$ cat config.mk
export PLATFORM = sky130hd
export DESIGN_NAME = eep_slave
export DESIGN_NICKNAME = d
export VERILOG_FILES = /design/src/rtl/eep_pkg.sv /design/src/rtl/eep_sync.sv /design/src/rtl/eep_store.sv /design/src/rtl/eep_wtimer.sv /design/src/rtl/eep_ctrl.sv /design/src/rtl/eep_slave.sv
export SDC_FILE = /design/constraint.sdc
export NUM_CORES = 2
export LEC_CHECK = 0
export BUFFER_PORTS_ARGS = -buffer_cell sky130_fd_sc_hd__buf_2
export CORE_ASPECT_RATIO = 0.5
export CORE_UTILIZATION = 38
export CTS_CLUSTER_DIAMETER = 120
export DETAILED_ROUTE_END_ITERATION = 8
export PLACE_DENSITY = 0.52
export SLEW_MARGIN = 0
export SYNTH_ARGS = -nofsm -noshare
export SYNTH_HDL_FRONTEND = slang
export SYNTH_HIERARCHICAL = 1
export SYNTH_SLANG_ARGS = --single-unit
$ cat constraint.sdc
create_clock -name clk -period 9.14 [get_ports clk]
set_input_delay 1.828 -clock clk [delete_from_list [all_inputs] [get_ports clk]]
set_output_delay 1.828 -clock clk [all_outputs]
set_load 0.005 [all_outputs]
$ cat src/rtl/eep_pkg.sv
package eep_pkg;
  localparam int ADDR_W = 7;
  localparam int DATA_W = 8;
  localparam int PAGE_W = 2;
  localparam int DEPTH  = 1 << ADDR_W;
  localparam int LANES  = 1 << PAGE_W;
  localparam int CODE_W = 4;
  localparam int PIN_W  = DATA_W - CODE_W - 1;

  typedef logic [ADDR_W-1:0]        addr_t;
  typedef logic [DATA_W-1:0]        data_t;
  typedef logic [PAGE_W-1:0]        lane_t;
  typedef logic [ADDR_W-PAGE_W-1:0] page_t;

  typedef enum logic [2:0] {
    ST_IDLE, ST_DEV, ST_WADDR, ST_WDATA, ST_RDATA, ST_RACK, ST_SKIP
  } state_e;

  // Selector byte: type code in the top nibble, strap in the next bits.
  function automatic logic dev_match(data_t b, logic [CODE_W-1:0] code,
                                     logic [PIN_W-1:0] pins);
    return (b[DATA_W-1 -: CODE_W] == code) &&
           (b[DATA_W-CODE_W-1 -: PIN_W] == pins);
  endfunction

  // Next write position: page bits kept, lane bits wrap.
  function automatic addr_t page_next(addr_t a);
    return {a[ADDR_W-1:PAGE_W], lane_t'(a[PAGE_W-1:0] + lane_t'(1))};
  endfunction

  // Next read position: whole pointer wraps.
  function automatic addr_t seq_next(addr_t a);
    return a + addr_t'(1);
  endfunction

  // Word address byte: top bit discarded.
  function automatic addr_t word_to_addr(data_t b);
    return b[ADDR_W-1:0];
  endfunction
endpackage

$ cat src/rtl/eep_sync.sv
module eep_sync #(
  parameter int STAGES = 2
) (
  input  logic clk,
  input  logic rst_n,
  input  logic scl_i,
  input  logic sda_i,
  output logic scl_s,
  output logic sda_s,
  output logic scl_rise,
  output logic scl_fall,
  output logic start_det,
  output logic stop_det
);
  logic [1:0] raw;
  logic [1:0] sync_out;
  logic [1:0] last;

  assign raw = {scl_i, sda_i};

  for (genvar g = 0; g < 2; g++) begin : g_line
    logic [STAGES-1:0] pipe;
    always_ff @(posedge clk or negedge rst_n) begin
      if (!rst_n) pipe <= '1;
      else        pipe <= {pipe[STAGES-2:0], raw[g]};
    end
    assign sync_out[g] = pipe[STAGES-1];
  end

  always_ff @(posedge clk or negedge rst_n) begin
    if (!rst_n) last <= '1;
    else        last <= sync_out;
  end

  assign scl_s     = sync_out[1];
  assign sda_s     = sync_out[0];
  assign scl_rise  = scl_s & ~last[1];
  assign scl_fall  = ~scl_s & last[1];
  assign start_det = scl_s & last[1] & last[0] & ~sda_s;
  assign stop_det  = scl_s & last[1] & ~last[0] & sda_s;
endmodule

$ cat src/rtl/eep_store.sv
module eep_store
  import eep_pkg::*;
(
  input  logic  clk,
  input  logic  rst_n,
  input  logic  clr,
  input  logic  we,
  input  lane_t wlane,
  input  data_t wdata,
  input  logic  commit,
  input  page_t cpage,
  input  addr_t raddr,
  output data_t rdata,
  output logic  pending
);
  data_t            mem  [DEPTH];
  data_t            hold [LANES];
  logic [LANES-1:0] valid;

  always_ff @(posedge clk or negedge rst_n) begin
    if (!rst_n)             valid <= '0;
    else if (clr || commit) valid <= '0;
    else if (we)            valid[wlane] <= 1'b1;
  end

  for (genvar l = 0; l < LANES; l++) begin : g_lane
    always_ff @(posedge clk or negedge rst_n) begin
      if (!rst_n)                       hold[l] <= '0;
      else if (we && wlane == lane_t'(l)) hold[l] <= wdata;
    end
  end

  always_ff @(posedge clk or negedge rst_n) begin
    if (!rst_n) begin
      for (int i = 0; i < DEPTH; i++) mem[i] <= '0;
    end else if (commit) begin
      for (int l = 0; l < LANES; l++)
        if (valid[l]) mem[{cpage, lane_t'(l)}] <= hold[l];
    end
  end

  assign rdata   = mem[raddr];
  assign pending = |valid;
endmodule

$ cat src/rtl/eep_wtimer.sv
module eep_wtimer #(
  parameter int CYCLES = 1000
) (
  input  logic clk,
  input  logic rst_n,
  input  logic load,
  output logic busy
);
  localparam int CW = $clog2(CYCLES + 1);
  logic [CW-1:0] cnt;

  always_ff @(posedge clk or negedge rst_n) begin
    if (!rst_n)          cnt <= '0;
    else if (load)       cnt <= CW'(CYCLES);
    else if (cnt != '0)  cnt <= cnt - CW'(1);
  end

  assign busy = (cnt != '0);
endmodule

$ cat src/rtl/eep_ctrl.sv
module eep_ctrl
  import eep_pkg::*;
#(
  parameter logic [CODE_W-1:0] DEV_CODE = 4'b1010
) (
  input  logic             clk,
  input  logic             rst_n,
  input  logic             scl_rise,
  input  logic             scl_fall,
  input  logic             sda_s,
  input  logic             start_det,
  input  logic             stop_det,
  input  logic             busy,
  input  logic [PIN_W-1:0] pins,
  input  data_t            rdata,
  output logic             sda_oe,
  output addr_t            ptr,
  output logic             buf_clr,
  output logic             buf_we,
  output lane_t            buf_lane,
  output data_t            buf_data,
  output logic             in_wdata,
  output logic             dev_nack,
  output logic             tx_load
);
  localparam int CNT_W = $clog2(DATA_W + 1);
  localparam logic [CNT_W-1:0] FULL = CNT_W'(DATA_W);
  localparam logic [CNT_W-1:0] LAST = CNT_W'(DATA_W - 1);

  state_e           state;
  logic [CNT_W-1:0] bitcnt;
  data_t            shreg;
  data_t            txreg;
  logic             ack_ph;
  logic             rd_pend;
  logic             mack;

  logic start_ok, rx_state, byte_evt, ack_end, dev_hit, rx_bit;

  assign start_ok = start_det & ~busy;
  assign rx_state = state inside {ST_DEV, ST_WADDR, ST_WDATA};
  assign byte_evt = rx_state & ~ack_ph & scl_fall & (bitcnt == FULL);
  assign ack_end  = rx_state & ack_ph & scl_fall;
  assign rx_bit   = rx_state & ~ack_ph & scl_rise & (bitcnt != FULL);
  assign dev_hit  = dev_match(shreg, DEV_CODE, pins);
  assign dev_nack = byte_evt & (state == ST_DEV) & ~dev_hit;
  assign buf_we   = byte_evt & (state == ST_WDATA);
  assign buf_lane = ptr[PAGE_W-1:0];
  assign buf_data = shreg;
  assign buf_clr  = start_ok;
  assign in_wdata = (state == ST_WDATA);
  assign tx_load  = (ack_end & rd_pend) |
                    ((state == ST_RACK) & scl_fall & ~mack);

  always_ff @(posedge clk or negedge rst_n) begin
    if (!rst_n) begin
      state   <= ST_IDLE;
      bitcnt  <= '0;
      shreg   <= '0;
      txreg   <= '0;
      ack_ph  <= 1'b0;
      rd_pend <= 1'b0;
      mack    <= 1'b1;
      sda_oe  <= 1'b0;
      ptr     <= '0;
    end else if (start_ok) begin
      state   <= ST_DEV;
      bitcnt  <= '0;
      ack_ph  <= 1'b0;
      rd_pend <= 1'b0;
      sda_oe  <= 1'b0;
    end else if (stop_det) begin
      state   <= ST_IDLE;
      ack_ph  <= 1'b0;
      rd_pend <= 1'b0;
      sda_oe  <= 1'b0;
    end else if (tx_load) begin
      state   <= ST_RDATA;
      txreg   <= rdata;
      sda_oe  <= ~rdata[DATA_W-1];
      ptr     <= seq_next(ptr);
      bitcnt  <= '0;
      ack_ph  <= 1'b0;
      rd_pend <= 1'b0;
    end else if (ack_end) begin
      ack_ph <= 1'b0;
      sda_oe <= 1'b0;
      bitcnt <= '0;
    end else if (byte_evt) begin
      bitcnt <= '0;
      case (state)
        ST_DEV: begin
          if (dev_hit) begin
            ack_ph  <= 1'b1;
            sda_oe  <= 1'b1;
            rd_pend <= shreg[0];
            if (!shreg[0]) state <= ST_WADDR;
          end else begin
            state <= ST_SKIP;
          end
        end
        ST_WADDR: begin
          ptr    <= word_to_addr(shreg);
          ack_ph <= 1'b1;
          sda_oe <= 1'b1;
          state  <= ST_WDATA;
        end
        default: begin
          ptr    <= page_next(ptr);
          ack_ph <= 1'b1;
          sda_oe <= 1'b1;
        end
      endcase
    end else if (rx_bit) begin
      shreg  <= {shreg[DATA_W-2:0], sda_s};
      bitcnt <= bitcnt + CNT_W'(1);
    end else if (state == ST_RDATA && scl_fall) begin
      if (bitcnt == LAST) begin
        sda_oe <= 1'b0;
        state  <= ST_RACK;
        bitcnt <= '0;
      end else begin
        txreg  <= {txreg[DATA_W-2:0], 1'b0};
        sda_oe <= ~txreg[DATA_W-2];
        bitcnt <= bitcnt + CNT_W'(1);
      end
    end else if (state == ST_RACK && scl_rise) begin
      mack <= sda_s;
    end else if (state == ST_RACK && scl_fall) begin
      state <= ST_SKIP;
    end
  end
endmodule

$ cat src/rtl/eep_slave.sv
module eep_slave
  import eep_pkg::*;
#(
  parameter int                WRITE_CYCLES = 1000,
  parameter logic [CODE_W-1:0] DEV_CODE     = 4'b1010,
  parameter int                SYNC_STAGES  = 2
) (
  input  logic             clk,
  input  logic             rst_n,
  input  logic             scl_i,
  input  logic             sda_i,
  input  logic [PIN_W-1:0] addr_pins,
  output logic             sda_oe,
  output logic             busy
);
  logic  scl_s, sda_s, scl_rise, scl_fall, start_det, stop_det;
  logic  buf_clr, wr_store, in_wdata, dev_nack, tx_load;
  logic  pending, commit;
  lane_t buf_lane;
  data_t buf_data, rdata;
  addr_t ptr;

  eep_sync #(.STAGES(SYNC_STAGES)) u_sync (
    .clk(clk), .rst_n(rst_n), .scl_i(scl_i), .sda_i(sda_i),
    .scl_s(scl_s), .sda_s(sda_s), .scl_rise(scl_rise), .scl_fall(scl_fall),
    .start_det(start_det), .stop_det(stop_det)
  );

  eep_ctrl #(.DEV_CODE(DEV_CODE)) u_ctrl (
    .clk(clk), .rst_n(rst_n), .scl_rise(scl_rise), .scl_fall(scl_fall),
    .sda_s(sda_s), .start_det(start_det), .stop_det(stop_det), .busy(busy),
    .pins(addr_pins), .rdata(rdata), .sda_oe(sda_oe), .ptr(ptr),
    .buf_clr(buf_clr), .buf_we(wr_store), .buf_lane(buf_lane),
    .buf_data(buf_data), .in_wdata(in_wdata), .dev_nack(dev_nack),
    .tx_load(tx_load)
  );

  // Commit only when a stop closes a write that carried data.
  assign commit = stop_det & in_wdata & pending;

  eep_store u_store (
    .clk(clk), .rst_n(rst_n), .clr(buf_clr), .we(wr_store),
    .wlane(buf_lane), .wdata(buf_data), .commit(commit),
    .cpage(ptr[ADDR_W-1:PAGE_W]), .raddr(ptr), .rdata(rdata),
    .pending(pending)
  );

  eep_wtimer #(.CYCLES(WRITE_CYCLES)) u_timer (
    .clk(clk), .rst_n(rst_n), .load(commit), .busy(busy)
  );
endmodule

==> impl_results.md <==
- Avg Synthesized Cell Area: approximately 16 um^2
- Synth top cells by count: dfrtp_1, mux2_2, mux4_2, clkbuf_1, nor2_1
- Fillcell total: roughly 12,000
- Synth area leader: dfrtp_1
- WS Path Type: reg2reg
- Final non-filler cell total: between 4,000 and 5,000
- Post-Route WL: roughly 150,000 um
- Post-synth top flop: dfrtp_1
- Fin crit share: 0.499
- Worst EP arrival: a little over 5 ns
- Drc violations: 0
- Clk_skew: 0.0225 ns
- Synth cell types: between 60 and 70
- Io pins: 9
- Min-Delay Path Class: reg2reg
- Fmax: around 220 MHz
- Max Cap Viol: 0
- DR iter-0 viols: roughly 2,200
- Area delta synth->final: 11.4%
- Internal reg-to-reg setup slack: about 4.6 ns
- Inst Count DP: between 4,000 and 5,000
- Yosys warnings: 6
- Finish-stage setup viols: 0
- Post-synthesis sequential area ratio: 0.550
- Pwr dens: 193 nW/um^2
- Clock transition at path regs: 0.07 ns
- Outcome: finished, final reports clean
- RSZ-0062 raised after global routing: false
- First drt pass iteration count: 5
- CP Launch Type: flop
- Pre-CTS WS: around 4.5 ns
- Dpl hpwl: between 90,000 and 100,000 um
- Min Clock Period, post-route: around 4.6 ns
- H-tree lvl count: 3
- CTS hold repair buffers: 0
- Post-synth ARST share: 1.00
- Slew Limit Fails: 0
- Synth top area cells: dfrtp_1, mux2_2, mux4_2
- Hold Path End: u_sync/g_line[0].pipe[1]
- Worst-Margin Slew: 1.31 ns
- Worst hold slack: about 0.35 ns
- Die Ht: about 260 um
- PnR worst setup slack: 4.58 ns
- Setup TNS: 0 ns
- CTS buffer count: ~110
- Initial antenna violation count: 16
- Reg2reg end: u_ctrl/txreg[3]
- Vias in the first global route: between 30,000 and 40,000
- Vias: between 20,000 and 30,000
- Worst slew margin: 0.127
- Post-DR vias/cell: a little under 6
- Initial Util: 0.383
- Syn_nets: 3,148
- Register bit total from synthesis: 1,109
- Crit path required time: 9.69 ns
- Number of flops mapped to enable cells by yosys: 0
- Largest net degree at the start of global routing: 181
- Clock Path Buffers: 3
- All-Layer GR Usage: 0.229
- Worst R2R Path Depth: 8
- Clock root cell: clkbuf_16
- Netlist Area Pre-Place: approximately 50,000 um^2
- Post-cts sizing count: 0
- Layout cells sized above 1: 0.537
- Hold path start: u_sync/g_line[0].pipe[0]
- Worst-Skew Late Latency: around 0.73 ns
- Pleak: around 0.026 uW
- Synth Instances: between 3,000 and 4,000
- Worst hold path stage count: 0
- Global-route wire length before repair: about 220,000 um
- Horiz. Die Dim: around 520 um
- IO buf count: 8
- Placer Congestion: 0.788
- Multi-input logic area: 21,800 um^2
- CTS tree: done
- Critical path capture point type: flop
- Peak VDD IR: 0.151 mV
- Worst r2r src: u_ctrl/ptr[0]
- ANT nets after route: 0
- Postcts setup bufs: 0
- Avg WL per Cell: 30.5 um
- Yosys top cell area share: 0.546
- Die area: approximately 130,000 um^2
- Core Footprint: 132,000 um^2
- Fin. Hold Viols: 0
- TritonCTS Sinks: between 1,000 and 1,500
- Post-layout util: 0.427
- FP Rows: 94
- Register area: 27,800 um^2
- Critical Path Fanout Max: 42
- Cell with the most instances after synthesis: dfrtp_1
- Fin nets: approximately 3,100
- Congestion Overflow GR: 0
==> cell type report <==
type                    instances  share of cell area
flip-flops and latches       1109               0.494
multi-input cells            1806               0.388
clock buffers                 162              0.0570
well taps                    1776              0.0395
clock inverters                41              0.0110
repair buffers                 59             0.00925
inverters                      16             0.00111
diodes                          3            0.000133
==> metal layers <==
layer  GRT usage  wire [um]  vias up
met5           0          0        -
met4      0.0488       2860        0
met3      0.0339       7120      177
met2       0.354      69000      713
met1       0.343      72600    16100
li1            -          -    11700
==> worst max path at each step <==
stage | startpoint | endpoint | slack, ns | depth (start not counted)
after global placement | u_ctrl/ptr[0] | u_ctrl/txreg[3] | 4.50 | 8
after floorplan | u_ctrl/ptr[0] | u_ctrl/sda_oe | 5.77 | 9
after global routing | u_ctrl/ptr[0] | u_ctrl/txreg[3] | 4.32 | 8
after detailed placement | u_ctrl/ptr[0] | u_ctrl/txreg[3] | 4.52 | 8
final | u_ctrl/ptr[0] | u_ctrl/txreg[3] | 4.58 | 8
after CTS | u_ctrl/ptr[0] | u_ctrl/txreg[3] | 4.49 | 8
==> cell families after synthesis <==
| kind of cell | Yosys count | synth area share |
|---|---|---|
| and+or+nand+nor | 304 | 0.0284 |
| DFF | 1109 | 0.550 |
| buffers and inverters | 222 | 0.0188 |
| adders and majority gates | 4 | 0.000991 |
| muxes | 1423 | 0.392 |
| AOI/OAI and AO/OA | 72 | 0.00978 |
| xor gates and xnor gates | 3 | 0.000520 |
==> power breakdown <==
group	switching (uW)	internal [uW]	total [uW]	leakage, uW
Clock	2000	2850	4850	0.00189
Sequential	138	4940	5080	0.0154
Combinational	541	378	919	0.00870
Total	2680	8170	10800	0.0260
==> cells in the final DEF, fill, tap and decap left out, types with 7 or more instances in the layout <==
cell / instances
buf_2: 7
mux2_2: 1077
clkbuf_16: 110
nand3_1: 12
a21oi_1: 16
dfrtp_1: 1068
inv_1: 15
nor2b_1: 7
dfstp_2: 7
nor3_1: 10
o21ai_0: 17
nor2_1: 113
dfrtp_2: 30
clkinv_2: 18
buf_12: 7
mux4_2: 336
clkbuf_8: 26
bufinv_16: 15
clkbuf_1: 26
nand2_1: 98
a31oi_1: 7
buf_4: 44
mux2i_1: 9
==> worst max-delay path, stage by stage (launching register included) <==
cell and delay (ns):
dfrtp_4 0.69, buf_4 0.57, buf_4 0.79, mux4_2 0.60, mux4_2 0.58, mux4_2 0.54, mux2_2 0.29, mux2i_1 0.15
o21ai_0 0.11
==> state kept, by name (all words and copies together) (netlist names) <==
register / count
u_ctrl/ptr: 7
u_store/mem: 1024
u_ctrl/txreg: 7
u_ctrl/mack: 1
u_ctrl/bitcnt: 4
u_ctrl/buf_data: 8
u_store/hold: 32
u_ctrl/sda_oe: 1
u_timer/cnt: 10
u_store/valid: 4
u_ctrl/ack_ph: 1
u_sync/last: 2
u_ctrl/state: 3
u_ctrl/rd_pend: 1
u_sync/g_line.pipe: 4
==> per-stage QoR <==
stage                     total power, uW  cell area (um^2)
after floorplan                      5820             50500
after global placement               6120             52400
after detailed placement             6120             52400
after CTS                           11000             56300
after global routing                11300             56300
final                               10900             56300
Note: power is estimated with default switching activity, not from simulation.
